## src/rtl/wp_cache_pkg.sv

```systemverilog
package wp_cache_pkg;
    typedef enum logic [1:0] {
        PS_IDLE   = 2'd0,
        PS_FIRST  = 2'd1,
        PS_SECOND = 2'd2
    } probe_state_e;
endpackage

```

## src/rtl/wp_way_array.sv

```systemverilog
// One way of the cache: valid bits, tag store and data store for all sets.
module wp_way_array #(
    parameter int SETS   = 16,
    parameter int TAG_W  = 8,
    parameter int DATA_W = 16,
    localparam int IDX_W = $clog2(SETS)
) (
    input  logic              clk,
    input  logic              rst_n,
    input  logic              rd_en,
    input  logic [IDX_W-1:0]  rd_idx,
    input  logic [TAG_W-1:0]  rd_tag,
    input  logic              wr_en,
    input  logic [IDX_W-1:0]  wr_idx,
    input  logic [TAG_W-1:0]  wr_tag,
    input  logic [DATA_W-1:0] wr_data,
    output logic              hit,
    output logic [DATA_W-1:0] hit_data
);
    logic [SETS-1:0]   vld_q, vld_d;
    logic [TAG_W-1:0]  tag_q  [SETS];
    logic [DATA_W-1:0] line_q [SETS];

    always_comb begin
        vld_d = vld_q;
        if (wr_en) vld_d[wr_idx] = 1'b1;
    end

    always_ff @(posedge clk) begin
        if (!rst_n) vld_q <= '0;
        else        vld_q <= vld_d;
    end

    always_ff @(posedge clk) begin
        if (wr_en) begin
            tag_q[wr_idx]  <= wr_tag;
            line_q[wr_idx] <= wr_data;
        end
    end

    // Only an enabled way may report a match or drive data.
    assign hit      = rd_en && vld_q[rd_idx] && (tag_q[rd_idx] == rd_tag);
    assign hit_data = hit ? line_q[rd_idx] : '0;
endmodule

```

## src/rtl/wp_set_state.sv

```systemverilog
// Per-set prediction (most recently used way) and rotating refill pointer.
module wp_set_state #(
    parameter int SETS = 16,
    parameter int WAYS = 4,
    localparam int IDX_W = $clog2(SETS),
    localparam int WAY_W = $clog2(WAYS)
) (
    input  logic             clk,
    input  logic             rst_n,
    input  logic [IDX_W-1:0] look_idx,
    output logic [WAY_W-1:0] pred_way,
    input  logic             hit_upd,
    input  logic [IDX_W-1:0] hit_idx,
    input  logic [WAY_W-1:0] hit_way,
    input  logic             fill_en,
    input  logic [IDX_W-1:0] fill_idx,
    output logic [WAY_W-1:0] victim_way
);
    logic [WAY_W-1:0] mru_q [SETS];
    logic [WAY_W-1:0] mru_d [SETS];
    logic [WAY_W-1:0] ptr_q [SETS];
    logic [WAY_W-1:0] ptr_d [SETS];

    assign pred_way   = mru_q[look_idx];
    assign victim_way = ptr_q[fill_idx];

    always_comb begin
        mru_d = mru_q;
        ptr_d = ptr_q;
        if (hit_upd) mru_d[hit_idx] = hit_way;
        // A refill in the same cycle takes precedence for the prediction.
        if (fill_en) begin
            mru_d[fill_idx] = ptr_q[fill_idx];
            ptr_d[fill_idx] = ptr_q[fill_idx] + 1'b1;
        end
    end

    always_ff @(posedge clk) begin
        if (!rst_n) begin
            for (int s = 0; s < SETS; s++) begin
                mru_q[s] <= '0;
                ptr_q[s] <= '0;
            end
        end else begin
            mru_q <= mru_d;
            ptr_q <= ptr_d;
        end
    end
endmodule

```

## src/rtl/wp_counters.sv

```systemverilog
// Outcome counters for first-probe hits, second-probe hits and full misses.
module wp_counters #(
    parameter int CNT_W = 16
) (
    input  logic             clk,
    input  logic             rst_n,
    input  logic             inc_fast,
    input  logic             inc_slow,
    input  logic             inc_miss,
    output logic [CNT_W-1:0] cnt_fast,
    output logic [CNT_W-1:0] cnt_slow,
    output logic [CNT_W-1:0] cnt_miss
);
    typedef struct packed {
        logic [CNT_W-1:0] fast;
        logic [CNT_W-1:0] slow;
        logic [CNT_W-1:0] miss;
    } tally_t;

    tally_t tally_d, tally_q;

    always_comb begin
        tally_d = tally_q;
        if (inc_fast) tally_d.fast = tally_q.fast + 1'b1;
        if (inc_slow) tally_d.slow = tally_q.slow + 1'b1;
        if (inc_miss) tally_d.miss = tally_q.miss + 1'b1;
    end

    always_ff @(posedge clk) begin
        if (!rst_n) tally_q <= '0;
        else        tally_q <= tally_d;
    end

    assign cnt_fast = tally_q.fast;
    assign cnt_slow = tally_q.slow;
    assign cnt_miss = tally_q.miss;
endmodule

```

## src/rtl/wp_cache.sv

```systemverilog
// Way-predicting set-associative lookup: probe the predicted way, then the rest.
module wp_cache
    import wp_cache_pkg::*;
#(
    parameter int WAYS   = 4,
    parameter int SETS   = 16,
    parameter int TAG_W  = 8,
    parameter int DATA_W = 16,
    parameter int CNT_W  = 16
) (
    input  logic                           clk,
    input  logic                           rst_n,
    input  logic                           req_valid,
    input  logic [TAG_W+$clog2(SETS)-1:0]  req_addr,
    output logic                           req_ready,
    output logic                           resp_valid,
    output logic                           resp_hit,
    output logic [DATA_W-1:0]              resp_data,
    input  logic                           fill_valid,
    input  logic [TAG_W+$clog2(SETS)-1:0]  fill_addr,
    input  logic [DATA_W-1:0]              fill_data,
    output logic [WAYS-1:0]                tag_en,
    output logic [WAYS-1:0]                data_en,
    output logic [CNT_W-1:0]               cnt_fast,
    output logic [CNT_W-1:0]               cnt_slow,
    output logic [CNT_W-1:0]               cnt_miss
);
    localparam int IDX_W = $clog2(SETS);
    localparam int WAY_W = $clog2(WAYS);

    typedef struct packed {
        probe_state_e     st;
        logic [IDX_W-1:0] idx;
        logic [TAG_W-1:0] tag;
        logic [WAY_W-1:0] pred;
    } ctl_t;

    ctl_t ctl_d, ctl_q;

    logic [WAY_W-1:0]  mru_way, victim_way, probe_way, hit_way;
    logic [WAYS-1:0]   way_en, way_hit, pred_oh;
    logic [DATA_W-1:0] way_data [WAYS];
    logic [DATA_W-1:0] merged_data;
    logic              any_hit, hit_upd;
    logic              inc_fast, inc_slow, inc_miss;

    wire [IDX_W-1:0] fill_idx = fill_addr[IDX_W-1:0];
    wire [TAG_W-1:0] fill_tag = fill_addr[IDX_W +: TAG_W];

    // The first probe uses the live prediction; the second uses the one latched.
    assign probe_way = (ctl_q.st == PS_SECOND) ? ctl_q.pred : mru_way;

    always_comb begin
        for (int w = 0; w < WAYS; w++) pred_oh[w] = (probe_way == WAY_W'(w));
        case (ctl_q.st)
            PS_FIRST:  way_en = pred_oh;
            PS_SECOND: way_en = ~pred_oh;
            default:   way_en = '0;
        endcase
    end

    generate
        for (genvar w = 0; w < WAYS; w++) begin : g_way
            wp_way_array #(
                .SETS  (SETS),
                .TAG_W (TAG_W),
                .DATA_W(DATA_W)
            ) u_way (
                .clk     (clk),
                .rst_n   (rst_n),
                .rd_en   (way_en[w]),
                .rd_idx  (ctl_q.idx),
                .rd_tag  (ctl_q.tag),
                .wr_en   (fill_valid && (victim_way == WAY_W'(w))),
                .wr_idx  (fill_idx),
                .wr_tag  (fill_tag),
                .wr_data (fill_data),
                .hit     (way_hit[w]),
                .hit_data(way_data[w])
            );
        end
    endgenerate

    // Lowest matching way wins; data from non-matching ways is already zero.
    always_comb begin
        hit_way     = '0;
        merged_data = '0;
        for (int w = WAYS - 1; w >= 0; w--) begin
            if (way_hit[w]) hit_way = WAY_W'(w);
            merged_data = merged_data | way_data[w];
        end
    end

    assign any_hit = |way_hit;

    wp_set_state #(
        .SETS(SETS),
        .WAYS(WAYS)
    ) u_state (
        .clk       (clk),
        .rst_n     (rst_n),
        .look_idx  (ctl_q.idx),
        .pred_way  (mru_way),
        .hit_upd   (hit_upd),
        .hit_idx   (ctl_q.idx),
        .hit_way   (hit_way),
        .fill_en   (fill_valid),
        .fill_idx  (fill_idx),
        .victim_way(victim_way)
    );

    always_comb begin
        resp_valid = ((ctl_q.st == PS_FIRST) && any_hit) || (ctl_q.st == PS_SECOND);
        resp_hit   = resp_valid && any_hit;
        resp_data  = resp_hit ? merged_data : '0;
        req_ready  = !((ctl_q.st == PS_FIRST) && !any_hit);
        hit_upd    = resp_hit;
        inc_fast   = (ctl_q.st == PS_FIRST) && any_hit;
        inc_slow   = (ctl_q.st == PS_SECOND) && any_hit;
        inc_miss   = (ctl_q.st == PS_SECOND) && !any_hit;

        ctl_d    = ctl_q;
        ctl_d.st = PS_IDLE;
        if ((ctl_q.st == PS_FIRST) && !any_hit) begin
            ctl_d.st   = PS_SECOND;
            ctl_d.pred = mru_way;
        end else if (req_valid && req_ready) begin
            ctl_d.st  = PS_FIRST;
            ctl_d.idx = req_addr[IDX_W-1:0];
            ctl_d.tag = req_addr[IDX_W +: TAG_W];
        end
    end

    always_ff @(posedge clk) begin
        if (!rst_n) ctl_q <= '{st: PS_IDLE, idx: '0, tag: '0, pred: '0};
        else        ctl_q <= ctl_d;
    end

    assign tag_en  = way_en;
    assign data_en = way_en;

    wp_counters #(
        .CNT_W(CNT_W)
    ) u_cnt (
        .clk     (clk),
        .rst_n   (rst_n),
        .inc_fast(inc_fast),
        .inc_slow(inc_slow),
        .inc_miss(inc_miss),
        .cnt_fast(cnt_fast),
        .cnt_slow(cnt_slow),
        .cnt_miss(cnt_miss)
    );
endmodule

```

## config.mk

```make
export PLATFORM = sky130hd
export DESIGN_NAME = wp_cache
export DESIGN_NICKNAME = d
export VERILOG_FILES = /design/src/rtl/wp_cache_pkg.sv /design/src/rtl/wp_way_array.sv /design/src/rtl/wp_set_state.sv /design/src/rtl/wp_counters.sv /design/src/rtl/wp_cache.sv
export SDC_FILE = /design/constraint.sdc
export NUM_CORES = 2
export LEC_CHECK = 0
export BUFFER_PORTS_ARGS = -buffer_cell sky130_fd_sc_hd__buf_4
export CAP_MARGIN = 20
export CELL_PAD_IN_SITES_DETAIL_PLACEMENT = 1
export CELL_PAD_IN_SITES_GLOBAL_PLACEMENT = 1
export CORE_MARGIN = 10
export CORE_UTILIZATION = 35
export CTS_BUF_LIST = sky130_fd_sc_hd__clkbuf_4
export CTS_CLUSTER_DIAMETER = 30
export DETAILED_ROUTE_END_ITERATION = 10
export PLACE_DENSITY_LB_ADDON = 0.25
export SYNTH_ARGS = -nofsm -noshare
export SYNTH_HDL_FRONTEND = slang
export SYNTH_SLANG_ARGS = --single-unit
```

## constraint.sdc

```tcl
create_clock -name clk -period 8.4 [get_ports clk]
set_clock_uncertainty 0.05 [all_clocks]
set_input_delay 0.42 -clock clk [delete_from_list [all_inputs] [get_ports clk]]
set_output_delay 0.42 -clock clk [all_outputs]
set_load 0.1 [all_outputs]
```

# Yosys cells after proc, flatten, opt, wreduce, memory -nomap -nowiden
# Memories as Yosys holds them, arrays and structs flattened. A register that Yosys moved wholly into a read port is not among the register bits.
# Index checks and enable logic that the tools add are counted.
[word_totals] out_inout_bits=75 wordCells=178 ff_bits=192 n_memories=8 latch_bits=0 rom_bits=0 mem_bits_rw=1536
[op_classes] eq_ne=12 n_reduce_logical=29 n_mul=0 shifts=0 n_addsub=4 n_div=0 n_mux=62 n_bitwise=12 order_cmp=7
[memory_table] memory="g_way[0].u_way.line_q" words=16 word_bits=16 read_ports=1 rd_ports_with_merged_regs=1 write_ports=1 line="wp_way_array.sv:22" text="logic [DATA_W-1:0] line_q [SETS];"
[memory_table] memory="g_way[1].u_way.line_q" words=16 word_bits=16 read_ports=1 rd_ports_with_merged_regs=1 write_ports=1 line="wp_way_array.sv:22"
[memory_table] memory="g_way[2].u_way.line_q" words=16 word_bits=16 read_ports=1 rd_ports_with_merged_regs=1 write_ports=1 line="wp_way_array.sv:22"
[memory_table] memory="g_way[3].u_way.line_q" words=16 word_bits=16 read_ports=1 rd_ports_with_merged_regs=1 write_ports=1 line="wp_way_array.sv:22"
[memory_table] memory="g_way[0].u_way.tag_q" words=16 word_bits=8 read_ports=1 rd_ports_with_merged_regs=1 write_ports=1 line="wp_way_array.sv:21" text="logic [TAG_W-1:0] tag_q [SETS];"
[memory_table] memory="g_way[1].u_way.tag_q" words=16 word_bits=8 read_ports=1 rd_ports_with_merged_regs=1 write_ports=1 line="wp_way_array.sv:21"
[memory_table] memory="2 more memories"
[ops] cell="16-bit OR" n=7
[ops] cell="32-bit bitwise mux" n=3
[ops] cell="16-bit two-way mux" n=5
[ops] cell="32-bit two-way mux" n=2
[ops] cell="4-bit two-way mux" n=16
[ops] cell="16-bit by 1-bit adder with 16-bit output (second input constant)" n=3
[ops] cell="8-bit == test" n=4
[ops] cell="2-bit two-way mux" n=12
[ops] cell="1-bit logical AND" n=21
[ops] cell="1-bit binary-select mux with 4-bit select" n=4
[ops] cell="2-bit binary-select mux with 4-bit select" n=2
[ops] cell="2-bit demux with 4-bit select" n=2
[ops] cell="1-bit two-way mux" n=13
[ops] cell="13-bit two-way mux" n=1
[ops] cell="2-bit == test (second input constant)" n=5
[ops] cell="5-bit greater-or-equal comparator (second input constant)" n=2
[ops] cell="4-bit by 5-bit less-than comparator with 1-bit output (second input constant)" n=2
[ops] cell="5-bit by 1-bit less-than comparator with 1-bit output (second input constant)" n=2
[ops] cell="4-bit NOT with 5-bit output" n=2
[ops] cell="4-bit one-hot mux with 2 select lines" n=1
[ops] cell="2-bit by 1-bit == test with 1-bit output (second input constant)" n=3
[ops] cell="1-bit demux with 4-bit select" n=1
[ops] cell="4-bit by 1-bit greater-or-equal comparator with 1-bit output (second input constant)" n=1
[ops] cell="2-bit zero test" n=2
[ops] cell="other kinds (8)" n=10

# Longest topological paths before layout
[depth] ltp_word=18 ltp_mapped=19 depth_no_buf=11

# Modules after synthesis
# Synthesis repeated with hierarchy kept, for this count alone.
[unflattened] hier_cells=3610 hier_area_um2=70131.0
[modules_own_cells] mod="wp_way_array" instances=4 area_per_inst_um2=15767.6 seq_area_each_um2=11851.4 cells_per_inst=702
[modules_own_cells] mod="wp_set_state" instances=1 area_per_inst_um2=3678.5 seq_area_each_um2=1281.2 cells_per_inst=389
[modules_own_cells] mod="wp_counters" instances=1 area_per_inst_um2=2119.5 seq_area_each_um2=960.9 cells_per_inst=241
[modules_own_cells] mod="wp_cache" instances=1 area_per_inst_um2=1262.5 seq_area_each_um2=320.3 cells_per_inst=172

# Worst setup path before layout
# No wires, ideal clock.
[synth_path] path_kind="reg2out" start="register (tool-made name)" end="output port resp_valid" stages_incl_launch_ff=15 arrival_time_ps=5481 path_slack_ps=2449 required_ps=7930 path_cell_list="dfxtp_1 -> buf_4 -> buf_2 -> mux4_2 -> mux4_2 -> xnor2_1 -> nand4_1 -> a2111oi_1 -> o211ai_1 -> and2_1 -> buf_2 -> and2_1 -> buf_6 -> clkbuf_1 -> o21ai_0"
[synth_rtl] item="end: declaration" line="wp_cache.sv:16" text="output logic resp_valid,"

==> impl_metrics.py <==
metrics = {
    "synthesis": {
        "syn-cell-area_um2": 68200,
        "yosysSeqAreaShare_pct": 73.3,
        "post_synth_edffs": 1536,
        "synthesis.area_per_instance_um2": 19.9,
        "synth.distinct_cells": 66,
        "syn-instance-count": 3431,
        "yosysWarnings": 0,
        "register_bit_total_from_synthesis": 1732,
        "synth.net_count": 3482,
        "dominantRegCellSynth": "edfxtp_1",
        "async_s_r_ff_share_synth_pct": 0,
    },
    "cells_and_area": {
        "multi_input_comb_area_um2": 17300,
        "design.final.nets": 4044,
        "final-seq-area_um2": 50100,
        "post-route-util_pct": 40.7,
        "most_frequent_cells_in_the_layout": "edfxtp_1 (1536), clkbuf_4 (696), mux4_2 (478)",
        "share_of_layout_cells_above_drive_strength_1_pct": 35.4,
        "layout.cells.most_common": "edfxtp_1",
        "area.growth.synth_to_final_pct": 16.1,
        "post-route-cell-area_um2": 79200,
        "post_layout_nonfiller_instances": 6861,
        "filler_cell_count": 18800,
    },
    "timing": {
        "max_freq_ghz": 0.139,
        "slew_violations": 0,
        "finalCritPeriodShare_pct": 85.8,
        "setup_violations": 0,
        "transition_at_the_pin_with_the_smallest_max_transition_slack_ps": 1160,
        "finalWorstSetupSlack_ps": 1190,
        "final_hold_viol_count": 0,
        "max_slew_margin_pct": 23.0,
        "tns_ps": 0,
        "timing.final.crit_period_ps": 7210,
        "rsz0062_at_grt": "no",
    },
    "flow_run": {
        "max_cap_viols": 0,
    },
    "clocking": {
        "clock_buffer_count_from_cts": 472,
        "clk_path_buf_depth": 4,
        "cts-root-buf": "clkbuf_4",
        "htree_num_levels": 5,
        "cts-resized-gates": 0,
        "cts_hold_repair_buffers": 111,
        "clkSlewWorstSetupHoldPaths_ps": 70,
        "post_cts.repair.setup_buffers": 0,
        "cts_tree": "done",
        "clkLatencyLatePin_ps": 1430,
        "clkSinkCount": 1732,
    },
    "routing": {
        "detail_route.drc_violations": 0,
        "drt-vias-per-instance": 5.35,
        "num_vias": 36700,
        "drt-total-wl_um": 194000,
        "ant_nets": 0,
        "drt_iter0_markers": 2715,
        "drt-wirelength-per-cell_um": 28.3,
        "firstDrtPassIters": 5,
    },
    "setup_path": {
        "top_fanout_value_on_the_critical_path": 73,
        "setup.worst_path.end_class": "primary output",
        "worst_r2r_path_depth": 15,
        "path_class": "flip-flop to primary output",
        "r2r_setup_slack_ps": 1720,
        "worst_path_largest_cell_delay_ps": 920,
        "worst_ep_required_time_ps": 7930,
        "critical_path.endpoint": "resp_valid",
        "critical_path_depth": 15,
        "number_of_buffer_and_inverter_instances_along_the_worst_setup_path": 7,
        "critical_path_arrival_ps": 6740,
        "cp_slowest_cell": "dfxtp_4",
        "critical-path-top-cell-by-count": "buf_4",
        "path_cells": "buf_4 -> buf_12 -> buf_4 -> mux2i_1 -> xor2_1 -> o21ai_0 -> nand2_1 -> o211ai_1 -> buf_4 -> and2_2 -> buf_4 -> and2_1 -> buf_4 -> o21ai_0 -> buf_4",
        "critical-path-top-delay-family": "buffers and inverters",
        "cp-start-kind": "flip-flop",
    },
    "pwr": {
        "total_switching_power_uw": 4090,
        "share_comb_of_total_power_pct": 5.5,
        "switching_share_pct": 23.0,
        "leakage_uw": 0.0251,
        "power_frac_seq_pct": 53.2,
        "peakVddDrop_mv": 0.113,
        "power_report.internal_total_uw": 13700,
        "pwr_density_cell_nw_per_um2": 224,
        "clkPwrFrac_pct": 41.3,
    },
    "place": {
        "port_buffers": 118,
        "dpl-instance-area_um2": 72100,
        "detailed_place_hpwl_um": 105000,
        "number_of_cells_in_the_design_after_placement": 5942,
        "place_ws_ps": 2100,
        "rd_place_congestion": 0.768,
    },
    "outcome": {
        "run_status": "finished, final reports clean",
    },
    "die": {
        "die-height_um": 462,
        "floorplan.io_pins": 119,
        "area_of_the_die_um2": 213000,
        "initial_core_util_pct": 35.1,
        "design.core.area_um2": 194000,
        "die_w_um": 462,
        "std_cell_rows": 162,
    },
    "global_route": {
        "globalRouteOverflowTotal": 0,
        "antenna_violations_before_repair": 12,
        "pin_count_of_the_biggest_net_entering_global_routing": 109,
        "global_route_wire_length_before_repair_um": 281000,
        "grt.total_usage_pct": 18.1,
        "first_global_vias": 39900,
    },
    "worst_hold_path": {
        "hp-class": "input pin to flip-flop",
    },
}
==> power by group through the flow <==
stage                     clock [uW]  sequential, uW  combinational, uW
after floorplan                    0            9590                592
after global placement             0            9630                934
after detailed placement           0            9640                943
after CTS                       7530            9450               1000
after global routing            8000            9450               1040
final                           7320            9450                979
==> worst reg2reg max path, stage by stage, from the launching register on <==
cell and delay [ps]:
dfxtp_4 920, buf_4 480, mux4_2 550, mux2i_1 350, a21oi_1 150, nor2b_1 190, o21ai_0 460, a2111o_1 760
a21boi_4 330, buf_4 570, a31oi_2 200, buf_6 200, nand3_1 110, dlygate4sd3_1 580, o21ai_0 100, dlygate4sd3_1 580
==> state kept, by name (all words and copies together), names as in the netlist, named ones only <==
name                flops
u_cnt.cnt_slow         16
u_state.ptr_q          32
u_cnt.cnt_miss         16
g_way.u_way.line_q   1024
g_way.u_way.vld_q      64
u_cnt.cnt_fast         16
ctl_q                  16
u_state.mru_q          32
g_way.u_way.tag_q     512
==> Yosys cell counts, types with 17 or more instances <==
| library cell | instances | share of area [%] |
|---|---|---|
| a211oi_1 | 23 | 0.25 |
| a21oi_1 | 84 | 0.62 |
| and2_1 | 65 | 0.60 |
| and3_1 | 25 | 0.23 |
| buf_1 | 40 | 0.22 |
| buf_2 | 38 | 0.28 |
| buf_4 | 18 | 0.20 |
| clkbuf_1 | 124 | 0.68 |
| dfxtp_1 | 196 | 5.7 |
| edfxtp_1 | 1536 | 68 |
| mux2i_1 | 69 | 1.0 |
| mux4_2 | 478 | 16 |
| nand2_1 | 97 | 0.53 |
| nand2b_1 | 62 | 0.57 |
| nand3_1 | 90 | 0.66 |
| nand4_1 | 27 | 0.25 |
| nor2_1 | 48 | 0.26 |
| nor2b_1 | 17 | 0.16 |
| nor3_1 | 18 | 0.13 |
| o21a_1 | 66 | 0.73 |
| o21ai_0 | 47 | 0.34 |
| o31ai_1 | 44 | 0.48 |
| o41ai_1 | 19 | 0.24 |
| xnor2_1 | 35 | 0.45 |
| xor2_1 | 20 | 0.26 |
==> worst min path at each step <==
stage | from | to | slack, ps | depth (start not counted)
global route | fill_addr[11] | g_way[3].u_way.tag_q[1][7] | 60 | 2
detailed placement | u_state.ptr_q[1] | u_state.ptr_q[1] | 400 | 2
global placement | g_way[0].u_way.vld_q[15] | g_way[0].u_way.vld_q[15] | 390 | 1
floorplan | u_state.ptr_q[11] | u_state.ptr_q[11] | 380 | 2
CTS | fill_addr[11] | g_way[3].u_way.tag_q[5][7] | 7 | 2
finish | fill_addr[11] | g_way[3].u_way.tag_q[5][7] | 130 | 2
==> per-layer routing <==
| layer | up-vias | global-route usage, % | wire, um |
|---|---|---|---|
| li1 | 15600 | - | - |
| met1 | 19600 | 23.7 | 82300 |
| met5 | - | 0 | 46 |
| met2 | 1192 | 29.3 | 94500 |
| met4 | 8 | 6.54 | 5790 |
| met3 | 345 | 4.24 | 11600 |
==> final cells by class <==
cell class                      instances  share of cell area, %
Sequential cell                      1732                   63.2
Multi-Input combinational cell       1457                   21.8
Clock buffer                          696                   6.60
Tap cell                             2542                   4.02
Timing Repair Buffer                  312                   3.61
Clock inverter                         93                  0.635
Inverter                               18                 0.0948
Antenna cell                           11                 0.0348
==> kinds of logic (layout without fill, tap and decap cells) <==
family                     after synthesis  count (layout)  share of synthesized area (%)
AOI/OAI and AO/OA                      350             350                           3.51
xor gates and xnor gates                55              55                          0.706
adders and majority gates                7               7                          0.128
buffers and inverters                  242            1119                           1.55
DFF                                   1732            1732                           73.3
muxes                                  557             557                           17.0
other                                    0              11                              0
and+or+nand+nor                        488             488                           3.82
==> through the flow <==
step                      total power [uW]  hold slack, ps
after floorplan                      10200             383
after global placement               10600             392
after detailed placement             10600             399
after CTS                            18000            7.41
after global routing                 18500            56.0
final                                17700             133
Note: power is estimated with default switching activity, not from simulation.
